$ cat src/rtl/bank_pkg.sv
`timescale 1ns/1ps
package bank_pkg;
  localparam int MODE_W    = 5;
  localparam int IDX_W     = 4;
  localparam int PHYS_W    = 5;
  localparam int NUM_PHYS  = 31;
  localparam int NUM_SAVED = 5;
  localparam int SLOT_W    = 3;

  localparam logic [MODE_W-1:0] MODE_USR = 5'b10000;
  localparam logic [MODE_W-1:0] MODE_FIQ = 5'b10001;
  localparam logic [MODE_W-1:0] MODE_IRQ = 5'b10010;
  localparam logic [MODE_W-1:0] MODE_SVC = 5'b10011;
  localparam logic [MODE_W-1:0] MODE_ABT = 5'b10111;
  localparam logic [MODE_W-1:0] MODE_UND = 5'b11011;
  localparam logic [MODE_W-1:0] MODE_SYS = 5'b11111;

  typedef enum logic [2:0] {
    BK_USR = 3'd0, BK_FIQ = 3'd1, BK_IRQ = 3'd2,
    BK_SVC = 3'd3, BK_ABT = 3'd4, BK_UND = 3'd5
  } bankE;

  typedef struct packed {
    logic               regWe;
    logic [PHYS_W-1:0]  regIdx;
    logic               linkSel;
    logic               saveWe;
    logic [SLOT_W-1:0]  saveSlot;
    logic               enterWe;
    logic [MODE_W-1:0]  newMode;
    logic               restoreWe;
    logic               cpsrLoad;
    bankE               readBank;
    logic [SLOT_W-1:0]  curSlot;
  } ctrlStrobeT;

  function automatic logic modeLegal(input logic [MODE_W-1:0] m);
    case (m)
      MODE_USR, MODE_FIQ, MODE_IRQ, MODE_SVC,
      MODE_ABT, MODE_UND, MODE_SYS: return 1'b1;
      default:                      return 1'b0;
    endcase
  endfunction

  // user, system and illegal codes all resolve to the shared bank
  function automatic bankE bankOf(input logic [MODE_W-1:0] m);
    case (m)
      MODE_FIQ: return BK_FIQ;
      MODE_IRQ: return BK_IRQ;
      MODE_SVC: return BK_SVC;
      MODE_ABT: return BK_ABT;
      MODE_UND: return BK_UND;
      default:  return BK_USR;
    endcase
  endfunction

  function automatic logic [SLOT_W-1:0] slotOf(input bankE b);
    if (b == BK_USR) return '0;
    return SLOT_W'(int'(b) - 1);
  endfunction

  // physical layout: 0..15 shared, 16..22 fast-interrupt 8..14,
  // then one pair (13,14) per remaining exception bank from 23 upward
  function automatic logic [PHYS_W-1:0] physIndex(input bankE b, input logic [IDX_W-1:0] r);
    int v;
    v = int'(r);
    if (r == 4'd15 || r < 4'd8) v = int'(r);
    else if (b == BK_FIQ) v = int'(r) + 8;
    else if (r >= 4'd13 && b != BK_USR) v = 23 + 2 * (int'(b) - 2) + (int'(r) - 13);
    return PHYS_W'(v);
  endfunction
endpackage

$ cat src/rtl/bank_ctrl.sv
`timescale 1ns/1ps
module bank_ctrl
  import bank_pkg::*;
(
  input  logic [MODE_W-1:0] curMode,
  input  logic              wrEn,
  input  logic [IDX_W-1:0]  wrAddr,
  input  logic              linkWrEn,
  input  logic              statusWrEn,
  input  logic              modeEnter,
  input  logic [MODE_W-1:0] enterMode,
  input  logic              restoreEn,
  output ctrlStrobeT        strobe
);
  bankE curBank;
  bankE tgtBank;
  logic curLegal;
  logic enterOk;
  logic restoreOk;
  logic [IDX_W-1:0] tgtAddr;

  always_comb begin
    curBank   = bankOf(curMode);
    tgtBank   = bankOf(enterMode);
    curLegal  = modeLegal(curMode);
    enterOk   = modeEnter && modeLegal(enterMode);
    restoreOk = !enterOk && restoreEn && (curBank != BK_USR);
    tgtAddr   = linkWrEn ? 4'd14 : wrAddr;

    strobe           = '0;
    strobe.regWe     = curLegal && (wrEn || linkWrEn);
    strobe.regIdx    = physIndex(curBank, tgtAddr);
    strobe.linkSel   = linkWrEn;
    strobe.enterWe   = enterOk;
    strobe.newMode   = enterMode;
    strobe.saveWe    = enterOk && (tgtBank != BK_USR);
    strobe.saveSlot  = slotOf(tgtBank);
    strobe.restoreWe = restoreOk;
    strobe.cpsrLoad  = !enterOk && !restoreOk && statusWrEn;
    strobe.readBank  = curBank;
    strobe.curSlot   = slotOf(curBank);
  end
endmodule

$ cat src/rtl/bank_store.sv
`timescale 1ns/1ps
module bank_store
  import bank_pkg::*;
#(
  parameter int DATA_W = 32
) (
  input  logic              clk,
  input  logic              rstN,
  input  ctrlStrobeT        strobe,
  input  logic [IDX_W-1:0]  rdAddrA,
  input  logic [IDX_W-1:0]  rdAddrB,
  input  logic [DATA_W-1:0] wrData,
  input  logic [DATA_W-1:0] linkData,
  input  logic [DATA_W-1:0] statusWrData,
  output logic [DATA_W-1:0] rdDataA,
  output logic [DATA_W-1:0] rdDataB,
  output logic [DATA_W-1:0] cpsr,
  output logic [DATA_W-1:0] savedStatus
);
  localparam logic [DATA_W-1:0] PC_MASK   = ~DATA_W'(3);
  localparam logic [DATA_W-1:0] CPSR_INIT = DATA_W'(MODE_SVC);

  logic [DATA_W-1:0] physReg  [NUM_PHYS];
  logic [DATA_W-1:0] savedReg [NUM_SAVED];

  always_ff @(posedge clk or negedge rstN) begin
    if (!rstN) begin
      for (int i = 0; i < NUM_PHYS; i++) physReg[i] <= '0;
    end else if (strobe.regWe) begin
      physReg[strobe.regIdx] <= strobe.linkSel ? linkData : wrData;
    end
  end

  for (genvar s = 0; s < NUM_SAVED; s++) begin : g_saved
    always_ff @(posedge clk or negedge rstN) begin
      if (!rstN) savedReg[s] <= '0;
      else if (strobe.saveWe && strobe.saveSlot == SLOT_W'(s)) savedReg[s] <= cpsr;
    end
  end

  always_ff @(posedge clk or negedge rstN) begin
    if (!rstN)                 cpsr <= CPSR_INIT;
    else if (strobe.enterWe)   cpsr <= {cpsr[DATA_W-1:MODE_W], strobe.newMode};
    else if (strobe.restoreWe) cpsr <= savedReg[strobe.curSlot];
    else if (strobe.cpsrLoad)  cpsr <= statusWrData;
  end

  function automatic logic [DATA_W-1:0] readPort(input logic [IDX_W-1:0] r);
    logic [DATA_W-1:0] v;
    v = physReg[physIndex(strobe.readBank, r)];
    return (r == 4'd15) ? (v & PC_MASK) : v;
  endfunction

  always_comb begin
    rdDataA     = readPort(rdAddrA);
    rdDataB     = readPort(rdAddrB);
    savedStatus = (strobe.readBank == BK_USR) ? cpsr : savedReg[strobe.curSlot];
  end
endmodule

$ cat src/rtl/banked_regfile.sv
`timescale 1ns/1ps
module banked_regfile
  import bank_pkg::*;
#(
  parameter int DATA_W = 32
) (
  input  logic              clk,
  input  logic              rstN,
  input  logic [3:0]        rdAddrA,
  output logic [DATA_W-1:0] rdDataA,
  input  logic [3:0]        rdAddrB,
  output logic [DATA_W-1:0] rdDataB,
  input  logic              wrEn,
  input  logic [3:0]        wrAddr,
  input  logic [DATA_W-1:0] wrData,
  input  logic              linkWrEn,
  input  logic [DATA_W-1:0] linkData,
  input  logic              statusWrEn,
  input  logic [DATA_W-1:0] statusWrData,
  input  logic              modeEnter,
  input  logic [4:0]        enterMode,
  input  logic              restoreEn,
  output logic [DATA_W-1:0] curStatus,
  output logic [DATA_W-1:0] savedStatus
);
  ctrlStrobeT strobe;

  bank_ctrl u_ctrl (
    .curMode    (curStatus[MODE_W-1:0]),
    .wrEn       (wrEn),
    .wrAddr     (wrAddr),
    .linkWrEn   (linkWrEn),
    .statusWrEn (statusWrEn),
    .modeEnter  (modeEnter),
    .enterMode  (enterMode),
    .restoreEn  (restoreEn),
    .strobe     (strobe)
  );

  bank_store #(.DATA_W(DATA_W)) u_store (
    .clk          (clk),
    .rstN         (rstN),
    .strobe       (strobe),
    .rdAddrA      (rdAddrA),
    .rdAddrB      (rdAddrB),
    .wrData       (wrData),
    .linkData     (linkData),
    .statusWrData (statusWrData),
    .rdDataA      (rdDataA),
    .rdDataB      (rdDataB),
    .cpsr         (curStatus),
    .savedStatus  (savedStatus)
  );
endmodule

$ cat config.mk
export PLATFORM = sky130hd
export DESIGN_NAME = banked_regfile
export DESIGN_NICKNAME = d
export VERILOG_FILES = /design/src/rtl/bank_pkg.sv /design/src/rtl/bank_ctrl.sv /design/src/rtl/bank_store.sv /design/src/rtl/banked_regfile.sv
export SDC_FILE = /design/constraint.sdc
export NUM_CORES = 2
export LEC_CHECK = 0
export BUFFER_PORTS_ARGS = -buffer_cell sky130_fd_sc_hd__buf_4
export CAP_MARGIN = 20
export CORE_AREA = 3 3 501 503
export DETAILED_ROUTE_END_ITERATION = 10
export DIE_AREA = 0 0 504 506
export GPL_ROUTABILITY_DRIVEN = 0
export PLACE_DENSITY_LB_ADDON = 0.2
export RECOVER_POWER = 100
export REMOVE_ABC_BUFFERS = 1
export SYNTH_ARGS = -nofsm -noshare
export SYNTH_HDL_FRONTEND = slang
export SYNTH_HIERARCHICAL = 1
export SYNTH_SLANG_ARGS = --single-unit
$ cat constraint.sdc
create_clock -name clk -period 4.6 [get_ports clk]
set_clock_uncertainty 0.05 [all_clocks]
set_input_delay 0.23 -clock clk [delete_from_list [all_inputs] [get_ports clk]]
set_output_delay 0.23 -clock clk [all_outputs]
set_load 0.03 [all_outputs]
* Word-level counts from Yosys, hierarchy flattened
Index checks and enable logic that the tools add are counted.
** Word-level totals
- Bits in registers :: 1184
- Bits in latches :: 0
- Bits in writable memories :: 0
- ROM bits :: 0
- Bits of input ports :: 120
- Output and inout bits :: 128
- Word-level logic and storage cells :: 160
- Memories :: 0
** Operators by class
- Add/subtract/negate cells :: 13
- $mul :: 0
- Divide/modulo/power cells :: 0
- Magnitude comparators :: 11
- Equal/unequal tests :: 22
- Shifts and indexed selects :: 0
- Muxes and demuxes :: 39
- Bitwise operators :: 5
- Reduce and logical (&&, ||, !) cells :: 32
** Operators with widths (number)
- 992-bit bitwise mux :: 1
- 32-bit 2-to-1 mux :: 11
- 32-bit binary-select mux with 5-bit select :: 2
- 32-bit demux with 5-bit select :: 1
- 32-bit binary-select mux with 3-bit select :: 1
- 5-bit == test, second input constant :: 14
- 5-bit 2-to-1 mux :: 10
- 3-bit one-hot mux with 5 select lines :: 2
- 6-bit >= comparator, second input constant :: 3
- 5-bit inverter with 6-bit output :: 3
- 4-bit >= comparator, second input constant :: 4
- 1-bit logical AND :: 16
- 4-bit by 4-bit adder with 5-bit output, second input constant :: 3
- 5-bit adder :: 3
- 4-bit by 4-bit subtractor with 5-bit output, second input constant :: 3
- 7-bit OR reduction :: 2
- 4-bit == test, second input constant :: 3
- 4-bit less-than comparator, second input constant :: 3
- 3-bit 2-to-1 mux :: 4
- 3-bit logical NOT :: 3
- 3-bit nonzero test :: 3
- 3-bit by 1-bit == test with 1-bit output, second input constant :: 2
- 3-bit by 2-bit == test with 1-bit output, second input constant :: 2
- 6-bit by 1-bit less-than comparator with 1-bit output, second input constant :: 1
- other kinds (13) :: 22

* Depth between registers and ports, before layout
- Depth after elaboration :: 14
- Mapped depth :: 19

* By module
The synthesis kept the hierarchy.
** Modules (own cells, without submodules)
- bank_store :: instances 1, cells each 6991, area each 61019.8 um^2
- bank_ctrl :: instances 1, cells each 82, area each 544.3 um^2

* Least setup slack after synthesis
Ideal clock, no wire load.
- Kind :: register to output
- Start point :: reg u_store.cpsr[1]
- End point :: out rdDataB[30]
- Arrival time :: 5.519 ns
- Required time :: 4.320 ns
- Path slack :: -1.199 ns
- Cell stages (with the launch flop) :: 19
- Path through :: dfstp_2 > nand3_1 > nand2b_1 > ha_1 > a2111oi_2 > inv_1 > ha_1 > xnor2_1 > ha_1 > inv_1 > fa_1 > nand2_1 > o311ai_0 > and2_1 > clkbuf_1 > buf_2 > buf_1 > nor2_1 > o32ai_1
** RTL lines
- start: declaration :: RTL line bank_store.sv:17 : output logic [DATA_W-1:0] cpsr,
- start signal: assignment :: RTL line bank_store.sv:43 : else if (strobe.enterWe) cpsr <= {cpsr[DATA_W-1:MODE_W], strobe.newMode};
- start signal: assignment :: RTL line bank_store.sv:44 : else if (strobe.restoreWe) cpsr <= savedReg[strobe.curSlot];
- start signal: assignment :: RTL line bank_store.sv:45 : else if (strobe.cpsrLoad) cpsr <= statusWrData;
- end: declaration :: RTL line banked_regfile.sv:12 : output logic [DATA_W-1:0] rdDataB,

==> run_results.csv <==
group,metric,value,unit
run_status,outcome,"complete, but fails checks",
run_status,violations,"max-capacitance violations, max-slew violations, negative setup slack",
final_layout,fin_util,0.337,
routing,first_pass_iters,6,
logic_synthesis,ys_warn_count,6,
clock_tree,cts_buffer_depth,3,
routing,drt-total-wl,287,mm
pwr,pwr-share-seq,0.371,
logic_synthesis,netlist_area,61600,sq um
logic_synthesis,ys_seq_area_frac,0.481,
routing,vias_per_cell,5.24,
worst_setup_path,arrival,5.62,ns
routing,drc,0,
job,drv_cap,16,
final_layout,fin_nets,7802,
logic_synthesis,syn_inst,7073,
logic_synthesis,synthSimpleGateAreaFrac,0.163,
timing,fmax,169,MHz
timing,slew_headroom,-0.763,
logic_synthesis,synth-compound-area-share,0.191,
pwr,swShare,0.364,
die,die_w,504,microns
placed_design,place_ws,-1.08,ns
placed_design,placed_cell_area,72900,sq um
timing,post-route-period-util,1.28,
routing,ant_nets,0,
pwr,combPwrFrac,0.322,
pwr,power_density,483,nW/um^2
clock_tree,htree_levels,4,
global_route,grt_pass1_wl,407,mm
worst_setup_path,setup.worst_path.class,"flip-flop to output pin",
pwr,p_sw,14600,uW
pwr,p_clk_frac,0.306,
timing,whs,0.0645,ns
die,start_util,0.250,
die,core_area,246000,sq um
die,rows,182,
logic_synthesis,synth_edf_count,0,
clock_tree,tritoncts,"built",
timing,setup_violations,64,
logic_synthesis,synth-adder-area-share,0.00435,
final_layout,design_area,82900,sq um
clock_tree,path_clk_slew,0.06,ns
clock_tree,cts_buffers,149,
logic_synthesis,ys_types,79,
routing,first_iter_violations,5835,
global_route,track_usage,0.213,
global_route,grt_overflow,0,
final_layout,nFillCells,25276,
timing,slew_violations,1017,
timing,setup_ws,-1.30,ns
pwr,vdd_drop_max,0.000390,V
pwr,p_int,25500,uW
global_route,grt_pass1_vias,56677,
timing,worst-slew-pin-transition,2.64,ns
routing,vias,58173,
clock_tree,cts_root_buffer,"clkbuf_16",
logic_synthesis,yosys-mux-area-fraction,0.112,
final_layout,syn2layout_area_growth,34.7,%
die,io_pins,248,
final_layout,multiInputGateArea,32200,sq um
hold_path,hold_class,"input port to flip-flop",
final_layout,drive_gt1_frac,0.229,
timing,rsz0062_at_grt,"true",
routing,post_drt_wl_per_cell,25.9,microns
worst_setup_path,crit_chain,"nand3_2 > nand2b_4 > ha_4 > a2111oi_4 > inv_2 > buf_4 > buf_4 > ha_1 > o31a_1 > o21ai_4 > buf_12 > buf_12 > buf_4 > mux4_2 > a2111oi_1 > o22ai_4 > buf_4 > buf_6",
final_layout,seqCellArea,29600,sq um
worst_setup_path,startpoint_type,"flip-flop",
final_layout,layout_common_cells,"nand2_1, dfrtp_1, nor2_1",
worst_setup_path,worstSetupEndpointType,"output pin",
timing,fin_crit,5.90,ns
global_route,grt_start_max_net_pins,161,
final_layout,layout_commonest_cell,"nand2_1",
timing,hold_viol_final,0,
global_route,antenna_found_initial,14,
worst_setup_path,max_stage_delay,0.63,ns
die,dieArea,255000,sq um
worst_setup_path,critPathMostFrequentCell,"buf_4",
logic_synthesis,synth-xor-area-share,0.00185,
pwr,p_leak,0.0349,uW
logic_synthesis,synthArstFlopShare,1.00,
clock_tree,clkLatencyLatePin,0.80,ns
placed_design,dp_hpwl,179,mm
logic_synthesis,ys_ff_latch,1184,
clock_tree,clock-sinks,1184,
logic_synthesis,yosys_most_used_dff,"dfrtp_1",
worst_setup_path,critPathMaxFanout,9,
logic_synthesis,synth_top_family_by_area,"compound AO/OA/AOI/OAI gates",
logic_synthesis,syn_avg_cell_area,8.70,sq um
placed_design,portBuffers,247,
die,chipHeight,506,microns
worst_setup_path,cp_slowest_cell,"a2111oi_1",
worst_setup_path,reg2reg_setup_slack,0.20,ns
worst_setup_path,crit_required,4.32,ns
cell families (layout without fill, tap and decap cells):
| family | count (synthesis) | count (layout) |
|---|---|---|
| fa+ha+maj | 19 | 19 |
| mux | 630 | 630 |
| other cells | 0 | 8 |
| buf+inv | 694 | 1407 |
| simple gates | 2474 | 2474 |
| flops | 1184 | 1184 |
| xor+xnor | 13 | 13 |
| compound gates | 2059 | 2059 |
cells in the mapped netlist, types with 68 or more instances:
cell type / n / area share
a22oi_1: 90 / 0.011
a21oi_1: 729 / 0.059
clkbuf_1: 490 / 0.030
mux2i_1: 435 / 0.071
nor2_1: 762 / 0.046
nor4_1: 68 / 0.0069
o22ai_1: 240 / 0.024
mux2_2: 165 / 0.030
nand2_1: 1303 / 0.079
dfrtp_1: 1181 / 0.48
o21ai_0: 717 / 0.058
nand3_1: 237 / 0.019
buf_2: 112 / 0.0091
path summary, 6_finish.rpt:
path                                    endpoint  depth (start not counted)            startpoint
max in group asynchronous  u_store/savedReg[128]                          4                  rstN
min in group asynchronous   u_store/physReg[247]                          3                  rstN
min                         u_store/physReg[522]                          4          linkData[10]
min reg2reg                 u_store/physReg[404]                          2  u_store/physReg[404]
max                                  rdDataA[21]                         18       u_store/cpsr[4]
max reg2reg                 u_store/physReg[415]                         27       u_store/cpsr[4]
per-stage QoR:
step,power [uW],cells,TNS [ns]
detailed placement,26600,10618,-49.52
global placement,26400,10615,-62.81
CTS,40100,11087,-994.50
global route,42100,11104,-110.55
finish,40000,11106,-75.54
floorplan,21200,6403,-1395.28
worst max-delay path, delay by kind of cell, from the launching register on:
family	cells	cell delay [ns]
AOI/OAI and AO/OA	5	1.68
buffers and inverters	8	1.21
DFF	1	0.56
muxes	1	0.54
adders and majority gates	2	0.52
and+or+nand+nor	2	0.29
per-layer routing:
metal	GRT usage	wire length [microns]
met5	0	32
met4	0.0759	11800
met3	0.0312	19000
met2	0.342	131000
met1	0.291	125000
registers in the layout (all words and copies together), names as in the netlist:
name and count:
u_store/savedReg 160, u_store/cpsr 32, u_store/physReg 992
power groups by stage:
stage	Clock, uW	Sequential (uW)	Combinational (uW)
after floorplan	0	14600	6590
after global placement	0	14900	11500
after detailed placement	0	15000	11600
after CTS	12600	14800	12700
after global routing	13000	15200	14000
final	12300	14900	12900
layout make-up:
cell class,count,area share
Multi-Input combinational cell,5195,0.388
Sequential cell,1184,0.357
Timing Repair Buffer,1109,0.142
Clock buffer,213,0.0524
Tap cell,3312,0.0500
Clock inverter,61,0.00922
Inverter,24,0.00112
Antenna cell,8,0.000241
repair_timing:
action	CTS	global route
pin swaps	108	75
hold endpoints to repair	1504	0
hold buffers	108	0
gates resized for setup	438	161
endpoints found under the setup margin	64	1056
buffers inserted	93	26
cloned	3	10
Power figures use the tool's default switching activity.
